### config.mk
export PLATFORM = sky130hd
export DESIGN_NAME = bcd_scanner
export DESIGN_NICKNAME = d
export VERILOG_FILES = /design/src/rtl/bcd_scan_pkg.sv /design/src/rtl/scan_timer.sv /design/src/rtl/strobe_gen.sv /design/src/rtl/digit_mux.sv /design/src/rtl/bcd_scanner.sv
export SDC_FILE = /design/constraint.sdc
export NUM_CORES = 1
export LEC_CHECK = 0
export ABC_AREA = 1
export CORE_MARGIN = 5
export CORE_UTILIZATION = 62
export CTS_CLUSTER_SIZE = 14
export DETAILED_ROUTE_END_ITERATION = 8
export DONT_BUFFER_PORTS = 1
export PLACE_DENSITY = 0.79
export SLEW_MARGIN = 0
export SYNTH_ARGS = -nofsm -noshare
export SYNTH_HDL_FRONTEND = slang
export SYNTH_HIERARCHICAL = 1
export SYNTH_SLANG_ARGS = --single-unit
### constraint.sdc
create_clock -name clk -period 2 [get_ports clk]
set_input_delay 0.5 -clock clk [delete_from_list [all_inputs] [get_ports clk]]
set_output_delay 0.5 -clock clk [all_outputs]
set_load 0.05 [all_outputs]
### src/rtl/bcd_scan_pkg.sv
package bcd_scan_pkg;
    localparam int BCD_W = 4;

    typedef logic [BCD_W-1:0] bcd_t;

    typedef struct packed {
        logic over;   // latched result is out of range
        logic armed;  // strobes still owed for the current result
        logic blank;  // selects held dark until resume
    } scan_flags_t;
endpackage

### src/rtl/scan_timer.sv
module scan_timer #(
    parameter int NUM_DIGITS  = 5,
    parameter int DIGIT_CLKS  = 200,
    parameter int FIRST_EXTRA = 1,
    parameter int STROBE_OFS  = 100,
    parameter int IDX_W       = 3,
    parameter int CNT_W       = 8
) (
    input  logic             clk,
    input  logic             rst_n,
    input  logic             restart_i,
    input  logic             run_i,
    output logic [IDX_W-1:0] idx_o,
    output logic             centre_o
);
    localparam logic [IDX_W-1:0] TOP      = IDX_W'(NUM_DIGITS - 1);
    localparam logic [CNT_W-1:0] END_TOP  = CNT_W'(DIGIT_CLKS + FIRST_EXTRA - 1);
    localparam logic [CNT_W-1:0] END_REST = CNT_W'(DIGIT_CLKS - 1);
    localparam logic [CNT_W-1:0] MID_TOP  = CNT_W'(STROBE_OFS + FIRST_EXTRA);
    localparam logic [CNT_W-1:0] MID_REST = CNT_W'(STROBE_OFS);

    typedef struct packed {
        logic [IDX_W-1:0] idx;
        logic [CNT_W-1:0] cnt;
    } tmr_t;

    tmr_t tmr_d, tmr_q;
    logic is_top, at_end;

    always_comb begin
        is_top = (tmr_q.idx == TOP);
        at_end = (tmr_q.cnt == (is_top ? END_TOP : END_REST));
        tmr_d  = tmr_q;
        if (restart_i) begin
            tmr_d.idx = TOP;
            tmr_d.cnt = '0;
        end else if (run_i) begin
            if (at_end) begin
                tmr_d.cnt = '0;
                tmr_d.idx = (tmr_q.idx == '0) ? TOP : tmr_q.idx - 1'b1;
            end else begin
                tmr_d.cnt = tmr_q.cnt + 1'b1;
            end
        end
    end

    always_ff @(posedge clk or negedge rst_n) begin
        if (!rst_n) tmr_q <= '{idx: TOP, cnt: '0};
        else        tmr_q <= tmr_d;
    end

    assign idx_o    = tmr_q.idx;
    assign centre_o = (tmr_q.cnt == (is_top ? MID_TOP : MID_REST));


    cnt_bound_chk: assert property (@(posedge clk) disable iff (!rst_n)
        tmr_q.cnt <= ((tmr_q.idx == TOP) ? END_TOP : END_REST));


    idx_range_chk: assert property (@(posedge clk) disable iff (!rst_n)
        tmr_q.idx <= TOP);


    idx_step_chk: assert property (@(posedge clk) disable iff (!rst_n)
        (run_i && !restart_i && at_end && tmr_q.idx != '0)
        |=> (tmr_q.idx == $past(tmr_q.idx) - 1'b1) && (tmr_q.cnt == '0));
endmodule

### src/rtl/strobe_gen.sv
module strobe_gen (
    input  logic clk,
    input  logic rst_n,
    input  logic fire_i,
    output logic strobe_n_o
);
    logic fall_q;  // captured at the falling edge
    logic rise_q;  // follows fall_q at the next rising edge

    always_ff @(negedge clk or negedge rst_n) begin
        if (!rst_n) fall_q <= 1'b0;
        else        fall_q <= fire_i;
    end

    always_ff @(posedge clk or negedge rst_n) begin
        if (!rst_n) rise_q <= 1'b0;
        else        rise_q <= fall_q;
    end

    // Low only between the falling edge and the following rising edge.
    assign strobe_n_o = ~(fall_q & ~rise_q);


    strobe_single_chk: assert property (@(posedge clk) disable iff (!rst_n)
        rise_q |=> !rise_q);
endmodule

### src/rtl/digit_mux.sv
module digit_mux
    import bcd_scan_pkg::*;
#(
    parameter int NUM_DIGITS = 5,
    parameter int IDX_W      = 3
) (
    input  logic [NUM_DIGITS*BCD_W-1:0] data_i,
    input  logic [IDX_W-1:0]            idx_i,
    input  logic                        blank_i,
    input  logic                        zero_i,
    output logic [NUM_DIGITS-1:0]       digit_o,
    output bcd_t                        bcd_o
);
    bcd_t part [NUM_DIGITS];

    for (genvar k = 0; k < NUM_DIGITS; k++) begin : g_lane
        assign digit_o[k] = !blank_i && (idx_i == IDX_W'(k));
        assign part[k]    = (digit_o[k] && !zero_i) ? data_i[k*BCD_W +: BCD_W] : '0;
    end

    always_comb begin
        bcd_o = '0;
        for (int k = 0; k < NUM_DIGITS; k++) bcd_o = bcd_o | part[k];
    end
endmodule

### src/rtl/bcd_scanner.sv
module bcd_scanner
    import bcd_scan_pkg::*;
#(
    parameter int NUM_DIGITS  = 5,
    parameter int DIGIT_CLKS  = 200,
    parameter int FIRST_EXTRA = 1,
    parameter int STROBE_OFS  = 100
) (
    input  logic                        clk,
    input  logic                        rst_n,
    input  logic [NUM_DIGITS*BCD_W-1:0] result_i,
    input  logic                        over_i,
    input  logic                        new_result_i,
    input  logic                        resume_i,
    output logic [NUM_DIGITS-1:0]       digit_o,
    output logic [BCD_W-1:0]            bcd_o,
    output logic                        strobe_n_o
);
    localparam int IDX_W  = $clog2(NUM_DIGITS);
    localparam int CNT_W  = $clog2(DIGIT_CLKS + FIRST_EXTRA);
    localparam int DATA_W = NUM_DIGITS * BCD_W;

    typedef struct packed {
        logic [DATA_W-1:0] data;
        scan_flags_t       f;
    } ctrl_t;

    ctrl_t ctrl_d, ctrl_q;

    logic [IDX_W-1:0] idx;
    logic             centre;
    logic             last_slot;
    logic             restart;
    logic             fire;

    assign last_slot = centre && (idx == '0) && !ctrl_q.f.blank;
    assign restart   = new_result_i || (ctrl_q.f.blank && resume_i);
    assign fire      = ctrl_q.f.armed && centre && !ctrl_q.f.blank;

    always_comb begin
        ctrl_d = ctrl_q;
        if (new_result_i) begin
            ctrl_d.data    = result_i;
            ctrl_d.f.over  = over_i;
            ctrl_d.f.armed = 1'b1;
            ctrl_d.f.blank = 1'b0;
        end else begin
            if (last_slot) begin
                ctrl_d.f.armed = 1'b0;
                if (ctrl_q.f.over) ctrl_d.f.blank = 1'b1;
            end
            if (ctrl_q.f.blank && resume_i) ctrl_d.f.blank = 1'b0;
        end
    end

    always_ff @(posedge clk or negedge rst_n) begin
        if (!rst_n) ctrl_q <= '0;
        else        ctrl_q <= ctrl_d;
    end

    scan_timer #(
        .NUM_DIGITS (NUM_DIGITS),
        .DIGIT_CLKS (DIGIT_CLKS),
        .FIRST_EXTRA(FIRST_EXTRA),
        .STROBE_OFS (STROBE_OFS),
        .IDX_W      (IDX_W),
        .CNT_W      (CNT_W)
    ) u_timer (
        .clk      (clk),
        .rst_n    (rst_n),
        .restart_i(restart),
        .run_i    (!ctrl_q.f.blank),
        .idx_o    (idx),
        .centre_o (centre)
    );

    digit_mux #(
        .NUM_DIGITS(NUM_DIGITS),
        .IDX_W     (IDX_W)
    ) u_mux (
        .data_i (ctrl_q.data),
        .idx_i  (idx),
        .blank_i(ctrl_q.f.blank),
        .zero_i (ctrl_q.f.over),
        .digit_o(digit_o),
        .bcd_o  (bcd_o)
    );

    strobe_gen u_strobe (
        .clk       (clk),
        .rst_n     (rst_n),
        .fire_i    (fire),
        .strobe_n_o(strobe_n_o)
    );


    select_onehot_chk: assert property (@(posedge clk) disable iff (!rst_n)
        $onehot0(digit_o));


    idle_bus_zero_chk: assert property (@(posedge clk) disable iff (!rst_n)
        (digit_o == '0) |-> (bcd_o == '0));


    over_bus_zero_chk: assert property (@(posedge clk) disable iff (!rst_n)
        ctrl_q.f.over |-> (bcd_o == '0));


    blank_dark_chk: assert property (@(posedge clk) disable iff (!rst_n)
        ctrl_q.f.blank |-> (digit_o == '0));


    arm_drop_chk: assert property (@(posedge clk) disable iff (!rst_n)
        $fell(ctrl_q.f.armed) |-> $past(digit_o[0]));
endmodule

* After elaboration in Yosys (flattened, before gate mapping)
Index checks and enable logic that the tools add are counted.
** Storage, ports and cells
- Bits of input ports :: 25
- Output and inout bits :: 10
- Word-level logic and storage cells :: 65
- Bits in registers :: 36
** Operators by class
- Reduce and logical (&&, ||, !) cells :: 25
- $add $sub $neg :: 2
- Bitwise logic cells :: 7
- Eq/ne operators :: 7
- Mux-type cells :: 16
** Operator list (count)
- $mux W4 :: 6
- $mux W11 :: 2
- $eq A8 B8 Y1 :: 2
- $or A4 B4 Y4 :: 4
- $logic_and A1 B1 Y1 :: 15
- $add A8 B1 Y8 const B :: 1
- $mux W8 :: 1
- $eq A3 B2 Y1 const B :: 2
- $mux W3 :: 2
- $reduce_bool A3 Y1 :: 2
- $mux W2 :: 2
- $reduce_and A2 Y1 :: 2
- $reduce_bool A2 Y1 :: 2
- $eq A3 B1 Y1 const B :: 1
- $eq A3 B3 Y1 const B :: 1
- $logic_not A3 Y1 :: 1
- $mux W1 :: 3
- $sub A3 B1 Y3 const B :: 1
- $logic_not A1 Y1 :: 2
- $ne A2 B1 Y1 const B :: 1
- $not A1 Y1 :: 2
- $and A1 B1 Y1 :: 1
- $logic_or A1 B1 Y1 :: 1

* Logic depth before layout (Yosys ltp)
- Depth after elaboration :: 8
- Gate-level depth with buffers :: 10

* Hierarchy
The synthesis kept the hierarchy.
** By module, submodules not included
- bcd_scanner :: seq. area each 575.6 µm², instances 1, area each 910.9 µm², cells an instance 105
- scan_timer :: seq. area each 276.5 µm², instances 1, area each 728.2 µm², cells an instance 97
- digit_mux :: seq. area each 0.0 µm², instances 1, area each 304.0 µm², cells an instance 64
- strobe_gen :: seq. area each 50.0 µm², instances 1, area each 57.6 µm², cells an instance 4

==> metrics.md <==
| Metric | Value |
|---|---|
| Finished Cell Area | 2560 sq um |
| Worst vdd ir | 446 uV |
| Max FO, Critical Path | 2 |
| Mapped cell area | 2000 sq um |
| Post-Place Cells | 336 |
| Slew Viols, Final | 0 |
| Num CTS Buffers | 5 |
| Core area | 3080 sq um |
| Die Wd | 66.8 um |
| Outcome | finished, violations left |
| Sw power | 596 uW |
| R2R Setup Slk | -0.22 ns |
| Share of cells above drive strength 1 | 26.9% |
| Hold Crit Class | in -> reg |
| DR WL/cell | 14.7 um |
| Nets | 334 |
| ANT nets after route | 0 |
| CP Cell Sequence | nand2_4 |
| Starting DRT DRC Count | 139 |
| Max-cap violations | 0 |
| RSZ-0062 raised after global routing | yes |
| Row count | 20 |
| CP Data Arrival Time | 1.93 ns |
| Via count | 1909 |
| Grt ovf | 0 |
| Relative slew slack | 78.3% |
| Pleak | 1.29 nW |
| Cell Count, Final, Fillers Out | 353 |
| Clock slew at reported path FFs | 0.10 ns |
| CP Class | reg -> out |
| Starting Density | 65.0% |
| Placed Area | about 2300 sq um |
| CTS tree | built |
| Htree depth | 2 |
| Layout Skew | 0.0150 ns |
| Vias per cell | ~5.4 |
| Vias in the first global route | between 1.5k and 2k |
| Comb power frac | a little under a third |
| Yosys warns | 6 |
| Syn-to-layout area delta | 28.1% |
| Failing checks | negative setup slack |
| Crit path required time | 1.50 ns |
| Internal power | 1.18 mW |
| P per Cell Area | 694 nW/um^2 |
| Setup slack after layout | -0.432 ns |
| GRT Util Overall | 25.7% |
| Max clock buf depth | 2 |
| CP max stage delay | around 0.46 ns |
| Largest net degree at the start of global routing | 36 |
| Ranking of synthesized cells by area | dfrtp_1, nand2_1, nand4_1, inv_1, nor2_1 |
| Gpl congestion | between 0.8 and 0.9 |
| Crit path buffers/inverters | 0 |
| HPWL Detailed | 3460 um |
| I/O pin total | 35 |
| Clk pwr share | 23.0% |
| Clk_lat worst skew | 0.34 ns |
| Setup violations, final | 8 |
| Post-Syn Instances | 270 |
| Die Area | 4460 sq um |
| Die Ht | 66.8 um |
| Worst slack at placement | -0.117 ns |
| # DRC | 0 |
| Diodes inserted | 0 |
| Sequential area share after synthesis | 45.1% |
| Buffers on Ports | 0 |
| Worst slew pin tran | 0.323 ns |
| Yosys reg bits | 36 |
| Drt pass-1 iters | 4 |
| CTS sink count | 36 |
| Mapped Nets | 296 |
| First-pass GRT wire length | 8570 um |
| Cell taking the most area after synthesis | dfrtp_1 |
| CP top delay family | flip-flops |
| Total wire length | 5180 um |
| Synthesized area per cell | 7.41 sq um |
| Net Sw Frac | between 30% and 40% |
| Yosys cell types | 24 |
| Crit-path slowest cell | dfrtn_1 |
| CP Capture Type | output port |
| CTS Root Cell | clkbuf_4 |
| Initial antenna violation count | 0 |
| Sequential share of power | 45.6% |
| Worst Setup Start Kind | register |
| Synth top area share | 42.5% |
| Final hold violation count | 0 |
[power groups by stage]
stage               clock (mW)  combinational (mW)  sequential, mW
finish                   0.409               0.560           0.811
global route             0.450               0.597           0.816
CTS                      0.415               0.532           0.810
detailed placement           0               0.447           0.826
global placement             0               0.436           0.824
floorplan                    0               0.287           0.822
[per-layer routing]
layer  GRT usage (%)  vias up  share of wire (%)
met5               0        -                  0
met4            7.87        0                1.2
met3            6.41        8                7.1
met2            41.3       84                 48
met1            34.1      892                 44
li1                -      925                  -
[cell usage after synthesis]
cell type    n
inv_2        3
dfrtn_1      1
buf_4        5
nor3_1       5
nor2_4       4
nor2_1      25
nor2_2       4
o21bai_2     1
a21oi_1      4
buf_6        3
nor3_2       1
xor2_1       3
nand2_1    110
nand4_1     20
nand3_2      2
nand2_2      3
a2111oi_0    1
nand3_1      9
inv_1       27
buf_2        1
o21ai_0      2
ha_1         1
dfrtp_1     34
dfstp_2      1
[cells in the final DEF, fill, tap and decap left out]
master,count
a21oi_1,4
nand2_2,5
xor2_1,3
nand2_4,1
nand3_1,9
dfrtn_1,1
buf_6,9
buf_12,7
nand4_1,20
o21bai_2,1
o21ai_0,2
dfstp_2,1
nand3_2,2
clkbuf_8,1
nor2_2,8
dfrtp_2,1
nand2_1,107
a2111oi_4,1
inv_1,22
nor3_4,2
clkbuf_4,5
ha_1,1
inv_8,1
dfrtp_1,33
inv_4,1
nor2_1,18
inv_2,6
clkbuf_1,2
nor2_4,8
buf_4,22
nor3_1,3
dlygate4sd3_1,1
nor3_2,1
[final cells by class]
| type | instances | area [sq um] |
|---|---|---|
| Inverter | 30 | 123 |
| Tap cell | 44 | 55.1 |
| Multi-Input combinational cell | 196 | 1010 |
| Fill cell | 192 | 514 |
| Timing Repair Buffer | 39 | 417 |
| Clock buffer | 8 | 58.8 |
| Sequential cell | 36 | 903 |
[logic make-up after synthesis]
group | Yosys count | share of synthesized area (%)
buf+inv | 39 | 9.44
simple gates | 183 | 41.0
flops | 36 | 45.1
xor+xnor | 3 | 1.31
fa+ha+maj | 1 | 0.625
compound gates | 8 | 2.50
[worst paths after layout]
path | end | depth (start not counted) | from
max in group asynchronous | u_timer/idx_o[2] | 2 | rst_n
min | ctrl_q[11] | 2 | new_result_i
max | strobe_n_o | 1 | u_strobe/fall_q
min reg2reg | ctrl_q[21] | 2 | ctrl_q[21]
max reg2reg | u_strobe/fall_q | 5 | u_timer/idx_o[2]
min in group asynchronous | u_timer/tmr_q[0] | 2 | rst_n
[state kept, by name, summed over array words and instances (netlist names)]
signal	cells
u_timer/idx_o	3
u_timer/tmr_q	8
u_strobe/rise_q	1
ctrl_q	23
u_strobe/fall_q	1
[what timing repair did]
action | 4_1_cts | 5_1_grt
pin swaps | 8 | 5
gates cloned | 1 | 0
hold endpoints to repair | 35 | 0
resized for setup | 23 | 10
hold buffers | 2 | 0
endpoints found under the setup margin | 11 | 11
setup buffers | 4 | 3
[stage by stage]
stage	hold WS [ns]	total power, mW	utilization, %	setup TNS [ns]
after floorplan	0.204	1.11	-	-0.214
after global placement	0.205	1.26	75.2	-0.147
after detailed placement	0.205	1.27	75.2	-0.191
after CTS	0.254	1.76	81.5	-1.37
after global routing	0.248	1.86	83.3	-2.11
final	0.263	1.78	83.3	-1.49
Note: power is estimated with default switching activity, not from simulation.
